**src/rtl/rsx_pkg.sv**
```systemverilog
package rsx_pkg;
  // counter width able to hold values 0 .. n-1 (at least one bit)
  function automatic int unsigned cnt_w(input int unsigned n);
    return (n < 2) ? 1 : $clog2(n);
  endfunction
endpackage

```
**src/rtl/rsx_tick_gen.sv**
```systemverilog
module rsx_tick_gen #(
  parameter int unsigned TICK_DIV = 1
) (
  input  logic clk,
  input  logic rst,
  output logic tick
);
  import rsx_pkg::*;

  generate
    if (TICK_DIV <= 1) begin : g_every
      assign tick = 1'b1;
    end else begin : g_div
      localparam int unsigned TW = cnt_w(TICK_DIV);
      localparam logic [TW-1:0] LAST = TW'(TICK_DIV - 1);
      logic [TW-1:0] cnt;

      always_ff @(posedge clk) begin
        if (rst) cnt <= '0;
        else if (cnt == LAST) cnt <= '0;
        else cnt <= cnt + 1'b1;
      end

      assign tick = (cnt == LAST);

      tick_range_chk: assert property (@(posedge clk) disable iff (rst)
        cnt <= LAST);
    end
  endgenerate
endmodule

```
**src/rtl/rsx_fault_filter.sv**
```systemverilog
module rsx_fault_filter #(
  parameter int unsigned FILT_CYC = 4
) (
  input  logic clk,
  input  logic rst,
  input  logic raw,
  output logic flt
);
  import rsx_pkg::*;

  localparam int unsigned CW = cnt_w(FILT_CYC);
  localparam logic [CW-1:0] LAST = CW'(FILT_CYC - 1);

  logic [CW-1:0] run;

  // run counts earlier consecutive high samples; saturates at LAST
  always_ff @(posedge clk) begin
    if (rst) begin
      run <= LAST;
      flt <= 1'b1;
    end else if (!raw) begin
      run <= '0;
      flt <= 1'b0;
    end else if (run == LAST) begin
      flt <= 1'b1;
    end else begin
      run <= run + 1'b1;
    end
  end


  qualify_chk: assert property (@(posedge clk) disable iff (rst)
    (flt && !$past(flt)) |-> $past(raw));
endmodule

```
**src/rtl/rsx_hold_timer.sv**
```systemverilog
module rsx_hold_timer #(
  parameter int unsigned HOLD_TICKS = 20
) (
  input  logic clk,
  input  logic rst,
  input  logic tick,
  input  logic fault,
  output logic hold
);
  import rsx_pkg::*;

  localparam int unsigned HW = cnt_w(HOLD_TICKS);
  localparam logic [HW-1:0] LAST = HW'(HOLD_TICKS - 1);

  logic [HW-1:0] cnt;

  always_ff @(posedge clk) begin
    if (rst) begin
      hold <= 1'b1;
      cnt  <= '0;
    end else if (fault) begin
      hold <= 1'b1;
      cnt  <= '0;
    end else if (hold && tick) begin
      if (cnt == LAST) hold <= 1'b0;
      else cnt <= cnt + 1'b1;
    end
  end


  restart_chk: assert property (@(posedge clk) disable iff (rst)
    (!fault && $past(fault)) |-> (hold && cnt == '0));
endmodule

```
**src/rtl/rsx_man_pulse.sv**
```systemverilog
module rsx_man_pulse #(
  parameter int unsigned MAN_TICKS = 12
) (
  input  logic clk,
  input  logic rst,
  input  logic tick,
  input  logic req,
  output logic act
);
  import rsx_pkg::*;

  localparam int unsigned MW = cnt_w(MAN_TICKS);
  localparam logic [MW-1:0] LAST = MW'(MAN_TICKS - 1);

  logic [MW-1:0] cnt;

  always_ff @(posedge clk) begin
    if (rst) begin
      act <= 1'b0;
      cnt <= '0;
    end else if (req) begin
      act <= 1'b1;
      cnt <= '0;
    end else if (act && tick) begin
      if (cnt == LAST) act <= 1'b0;
      else cnt <= cnt + 1'b1;
    end
  end


  start_chk: assert property (@(posedge clk) disable iff (rst)
    (act && !$past(act)) |-> $past(req));
endmodule

```
**src/rtl/supply_reset_stretch.sv**
```systemverilog
module supply_reset_stretch #(
  parameter int unsigned N_SUP      = 2,
  parameter int unsigned FILT_CYC   = 4,
  parameter int unsigned HOLD_TICKS = 20,
  parameter int unsigned MAN_TICKS  = 12,
  parameter int unsigned TICK_DIV   = 1
) (
  input  logic             clk,
  input  logic             rst,
  input  logic [N_SUP-1:0] sup_low,
  input  logic             man_req,
  output logic             rst_n_out
);
  logic             tick;
  logic [N_SUP-1:0] flt;
  logic             any_flt;
  logic             hold;
  logic             man_act;
  logic             rst_n_q;

  rsx_tick_gen #(.TICK_DIV(TICK_DIV)) u_tick (
    .clk(clk), .rst(rst), .tick(tick)
  );

  generate
    for (genvar i = 0; i < N_SUP; i++) begin : g_sup
      rsx_fault_filter #(.FILT_CYC(FILT_CYC)) u_filt (
        .clk(clk), .rst(rst), .raw(sup_low[i]), .flt(flt[i])
      );
    end
  endgenerate

  assign any_flt = |flt;

  rsx_hold_timer #(.HOLD_TICKS(HOLD_TICKS)) u_hold (
    .clk(clk), .rst(rst), .tick(tick), .fault(any_flt), .hold(hold)
  );

  rsx_man_pulse #(.MAN_TICKS(MAN_TICKS)) u_man (
    .clk(clk), .rst(rst), .tick(tick), .req(man_req), .act(man_act)
  );

  always_ff @(posedge clk) begin
    if (rst) rst_n_q <= 1'b0;
    else     rst_n_q <= ~(any_flt | hold | man_act);
  end

  assign rst_n_out = rst_n_q;


  fault_low_chk: assert property (@(posedge clk) disable iff (rst)
    any_flt |=> !rst_n_out);


  man_low_chk: assert property (@(posedge clk) disable iff (rst)
    man_act |=> !rst_n_out);


  release_chk: assert property (@(posedge clk) disable iff (rst)
    (rst_n_out && !$past(rst_n_out)) |-> ($past(!hold) && $past(!any_flt)));
endmodule

```
**config.mk**
```make
export PLATFORM = sky130hd
export DESIGN_NAME = supply_reset_stretch
export DESIGN_NICKNAME = d
export VERILOG_FILES = /design/src/rtl/rsx_pkg.sv /design/src/rtl/rsx_tick_gen.sv /design/src/rtl/rsx_fault_filter.sv /design/src/rtl/rsx_hold_timer.sv /design/src/rtl/rsx_man_pulse.sv /design/src/rtl/supply_reset_stretch.sv
export SDC_FILE = /design/constraint.sdc
export NUM_CORES = 1
export LEC_CHECK = 0
export ABC_AREA = 1
export CAP_MARGIN = 5
export CORE_UTILIZATION = 54
export CTS_CLUSTER_SIZE = 14
export DETAILED_ROUTE_END_ITERATION = 10
export PLACE_DENSITY = 0.78
export SYNTH_ARGS = -nofsm -noshare
export SYNTH_HDL_FRONTEND = slang
export SYNTH_SLANG_ARGS = --single-unit
```
**constraint.sdc**
```tcl
create_clock -name clk -period 1.5 [get_ports clk]
set_input_delay 0.3 -clock clk [delete_from_list [all_inputs] [get_ports clk]]
set_output_delay 0.3 -clock clk [all_outputs]
set_load 0.005 [all_outputs]
```
Word level (Yosys, flattened, before mapping)
Cells that the tools add are included.
{"block": "totals", "regBits": 18, "input_bits": 5, "out_inout_bits": 1, "word_cells": 44}
{"block": "op_classes", "add_sub_neg": 4, "n_eq_ne": 8, "muxes": 13, "bitwise": 5, "reduce_logical": 5}
{"cell": "1-bit two-way mux", "count": 9}
{"cell": "2-bit two-way mux", "count": 4}
{"cell": "5-bit by 1-bit adder with 5-bit output (second input constant)", "count": 1}
{"cell": "5-bit equality test (second input constant)", "count": 1}
{"cell": "2-bit by 1-bit adder with 2-bit output (second input constant)", "count": 2}
{"cell": "4-bit by 1-bit adder with 4-bit output (second input constant)", "count": 1}
{"cell": "2-bit equality test (second input constant)", "count": 2}
{"cell": "4-bit equality test (second input constant)", "count": 1}
{"cell": "2-bit by 1-bit != test with 1-bit output (second input constant)", "count": 2}
{"cell": "2-bit != test (second input constant)", "count": 2}
{"cell": "2-bit AND reduction", "count": 2}
{"cell": "2-bit OR reduction", "count": 2}
{"cell": "1-bit NOT", "count": 3}
{"cell": "3-bit OR reduction", "count": 1}
{"cell": "1-bit OR", "count": 2}

Depth between registers and ports, before layout
{"block": "depth", "depth_word": 4, "ltp_mapped": 8, "ltp_nobuf": 8}

Cells and area by module
From an unflattened synthesis, not the netlist that was laid out.
{"block": "hier_totals", "cells_unflattened": 122, "hier_area_um2": 857.1}
{"mod": "rsx_hold_timer", "n_inst": 1, "cells_each": 44, "area_per_inst_um2": 292.8, "seq_area_each_um2": 120.1}
{"mod": "rsx_man_pulse", "n_inst": 1, "cells_each": 38, "area_per_inst_um2": 256.5, "seq_area_each_um2": 100.1}
{"mod": "rsx_fault_filter", "n_inst": 2, "cells_each": 15, "area_per_inst_um2": 122.6, "seq_area_each_um2": 60.1}
{"mod": "supply_reset_stretch", "n_inst": 1, "cells_each": 8, "area_per_inst_um2": 51.3, "seq_area_each_um2": 20.0}
{"mod": "rsx_tick_gen", "n_inst": 1, "cells_each": 2, "area_per_inst_um2": 11.3, "seq_area_each_um2": 0.0}

Worst setup path before layout
No wires, ideal clock.
{"block": "synth_path", "path_type": "register to register", "start": "register u_hold.cnt[0]", "end": "register u_hold.cnt[1]", "arrival_time_ps": 950, "required_time_ps": 1384, "setup_slack_ps": 434, "stages_incl_launch_ff": 8, "path_buffers": 0, "path_cell_list": "dfxtp_1 ha_1 inv_1 nor2_2 nand2_1 nand2_2 o21ai_0 nor2_1"}
{"block": "synth_between", "elab_chain_len": 3}
{"element": "start, declared", "line": "rsx_hold_timer.sv:15", "source": "logic [HW-1:0] cnt;"}
{"element": "start signal, assigned", "line": "rsx_hold_timer.sv:26", "source": "else cnt <= cnt + 1'b1;"}
{"element": "branches (longest 3 deep; another with 5-bit by 1-bit adder with 5-bit output)"}
Parallel ways; which one is timed is not known.
A chain may end at the register's enable or synchronous reset.

Worst setup path in the final report
{"block": "layout_path", "start": "register rst_n_q (netlist: rst_n_out)", "end": "output port rst_n_out"}
{"element": "start, declared", "line": "supply_reset_stretch.sv:19", "source": "logic rst_n_q;"}
{"element": "start signal, assigned", "line": "supply_reset_stretch.sv:45", "source": "else rst_n_q <= ~(any_flt | hold | man_act);"}
{"element": "end, declared", "line": "supply_reset_stretch.sv:12", "source": "output logic rst_n_out"}
No word-level cell between the ends.

==> out/results.tsv <==
stage	metric	value	unit
finish	area_growth	12.90	%
critical_path	worstPathMaxFanout	1	
finish	n_fill_cell	117	
global_routing	grt_max_degree	11	
placement	port_buffers	5	
clock_tree	cts_resized	0	
sta	setup_tns	0	ns
drt	ant_nets	0	
pwr	power_leakage	0.3920	nW
sta	finalSetupViolCount	0	
die	start_util	60.33	%
clock_tree	postCtsSetupRepairBufs	0	
finish	multi_input_area	386.6	um2
pwr	vdd.ir_drop.worst	0.0005859	V
critical_path	cp-start-kind	register	
critical_path	arrival	1.10	ns
sta	min_period	1.403	ns
placement	dp_hpwl	1.068	mm
yosys	ys_warn_count	0	
clock_tree	clockRootBuffer	clkbuf_4	
global_routing	grt_use_total	19.80	%
critical_path	critical-path-top-delay-family	buffers and inverters	
sta	holdWs	0.4716	ns
clock_tree	clock_latency	0.29	ns
critical_path	rr_startpoint	u_hold.cnt[0]	
yosys	synth_xor_area_share	1.075	%
yosys	synth_fa_ha_area_share	6.144	%
yosys	synth_top_family_by_area	simple AND/OR/NAND/NOR gates	
die	die-area	1668	um2
sta	hold_viol	0	
sta	fmax	712.8	MHz
finish	final_util	68.12	%
clock_tree	cts_sinks	18	
sta	finalClockSkew	0.006810	ns
placement	dp.cells	128	
critical_path	critPathKind	reg -> out	
finish	register_area	360.3	um2
drt	drt-pass1-iter-count	4	
clock_tree	cts_tree	built	
flow_run	maxCapViolCount	0	
critical_path	crit_slowest_cell	clkdlybuf4s50_1	
critical_path	worst-path-buf-inv	1	
drt	first_iter_violations	20	
global_routing	grt_first_pass_wirelength	2.201	mm
global_routing	antenna_found_initial	0	
global_routing	grt_pass1_vias	584	
yosys	syn_nets	117	
critical_path	crit_required	1.20	ns
yosys	synthCells	108	
hold_path	min_from	g_sup[1].u_filt.run[1]	
global_routing	grt-ovfl-total	0	
sta	period_share	93.53	%
finish	drive_gt1_share	12.82	%
yosys	ys_seq_area_share	44.24	%
finish	antenna_cells	0	
yosys	synth.area.mux_share	0	%
clock_tree	cts_buffer_depth	2	
sta	setup_ws	0.09707	ns
drt	finalWirelength	1.366	mm
finish	fin_nets	127	
drt	vias	675	
die	io_pins	6	
yosys	avgSynthCellArea	7.542	um2
die	fp-row-count	13	
clock_tree	postCtsHoldBufs	0	
run_status	status	completed	
pwr	power_density	971.1	nW/um2
die	die_h	40.84	um
die	die_w	40.84	um
placement	pre_cts_ws	0.1842	ns
placement	place_congestion	0.7669	
sta	worst_pin_slew	0.2485	ns
yosys	synth_compound_area_share	7.988	%
clock_tree	cts_made_buffers	3	
yosys	synth_cell_types	18	
critical_path	cp-end-kind	output port	
drt	remaining_drc_errors	0	
clock_tree	cts_htree_levels	1	
die	core_area	1350	um2
yosys	synth-simple-area-share	32.26	%
hold_path	holdCritPathClass	reg -> reg	
drt	routedWlPerCell	10.35	um
critical_path	cp-startpoint	rst_n_out	
sta	rsz0062_at_grt	no	
yosys	syn_area	814.5	um2
critical_path	path_cells	clkdlybuf4s50_1	
sta	slew_violations	0	
critical_path	cpPeakStageDelay	0.48	ns
clock_tree	cts.reportedPaths.clkPinSlew	0.10	ns
sta	max_slew_margin	83.41	%
drt	vias_per_cell	5.114	
yosys	ys_seq_elements	18	
finish	instances_no_fill	132	
-- where the power goes --
| group | internal, mW | switching [mW] | leakage (nW) |
|---|---|---|---|
| combinational | 0.0362 | 0.0430 | 0.223 |
| sequential | 0.500 | 0.0163 | 0.148 |
| clock | 0.148 | 0.149 | 0.0210 |
| total | 0.685 | 0.209 | 0.392 |
-- cells in the mapped netlist --
cell / number / share of area (%)
a21oi_1: 6 / 3.7
dfxtp_1: 18 / 44
ha_1: 4 / 6.1
inv_1: 16 / 7.4
inv_2: 2 / 0.92
nand2_1: 24 / 11
nand2_2: 3 / 2.3
nand3_1: 8 / 4.9
nand3_2: 1 / 1.2
nand4_1: 4 / 3.1
nor2_1: 9 / 4.1
nor2_2: 3 / 2.3
nor2_4: 1 / 1.4
nor3_1: 1 / 0.61
nor3_2: 1 / 1.2
o211ai_1: 2 / 1.8
o21ai_0: 4 / 2.5
xor2_1: 1 / 1.1
-- cell families (layout without fill, tap and decap cells) --
group / Yosys count / after routing
AND/OR/NAND/NOR: 55 / 55
XOR/XNOR: 1 / 1
adder cells (fa/ha/maj): 4 / 4
flip-flops: 18 / 18
AO/OA/AOI/OAI: 12 / 12
buffers and inverters: 18 / 27
-- cell usage in the layout (no fill, tap or decap), drive strengths merged --
master          n
ha              4
a21oi           6
nand2          27
o211ai          2
clkdlybuf4s50   5
o21ai           4
nor3            2
dfxtp          18
inv            18
nor2           13
nand3           9
xor2            1
nand4           4
clkbuf          4
-- metal layers --
layer	GRT usage, %	vias up	part of all wire [%]
li1	-	363	-
met1	22.67	300	46
met2	35.94	8	51
met3	3.261	4	2.3
met4	7.500	0	1.2
met5	0	-	0
-- final timing paths --
check | end | slack (ns) | cells past startpoint
worst min-delay path | g_sup[1].u_filt.run[1] | 0.47 | 2
worst max register to register | u_hold.cnt[1] | 0.24 | 7
worst min register to register | g_sup[1].u_filt.run[1] | 0.47 | 2
worst max-delay path | rst_n_out | 0.1 | 1
-- cell type report --
| type | count | area share [%] |
|---|---|---|
| Sequential cell | 18 | 39.18 |
| Tap cell | 15 | 2.041 |
| Timing Repair Buffer | 5 | 5.442 |
| Inverter | 18 | 7.347 |
| Clock buffer | 4 | 3.946 |
| Multi-Input combinational cell | 72 | 42.04 |
-- sequential cells by signal, indices dropped and copies added (netlist names) --
register	count
u_man.act	1
g_sup.u_filt.run	4
rst_n_out	1
g_sup.u_filt.flt	2
u_hold.cnt	5
u_hold.hold	1
u_man.cnt	4
-- stage by stage --
step	instance area [um2]	total power, mW
after floorplan	814.5	0.5787
after detailed placement	883.3	0.6087
after global routing	919.6	0.9335
after global placement	883.3	0.6018
after CTS	919.6	0.9032
final	919.6	0.8931
Note: power is estimated with default switching activity, not from simulation.
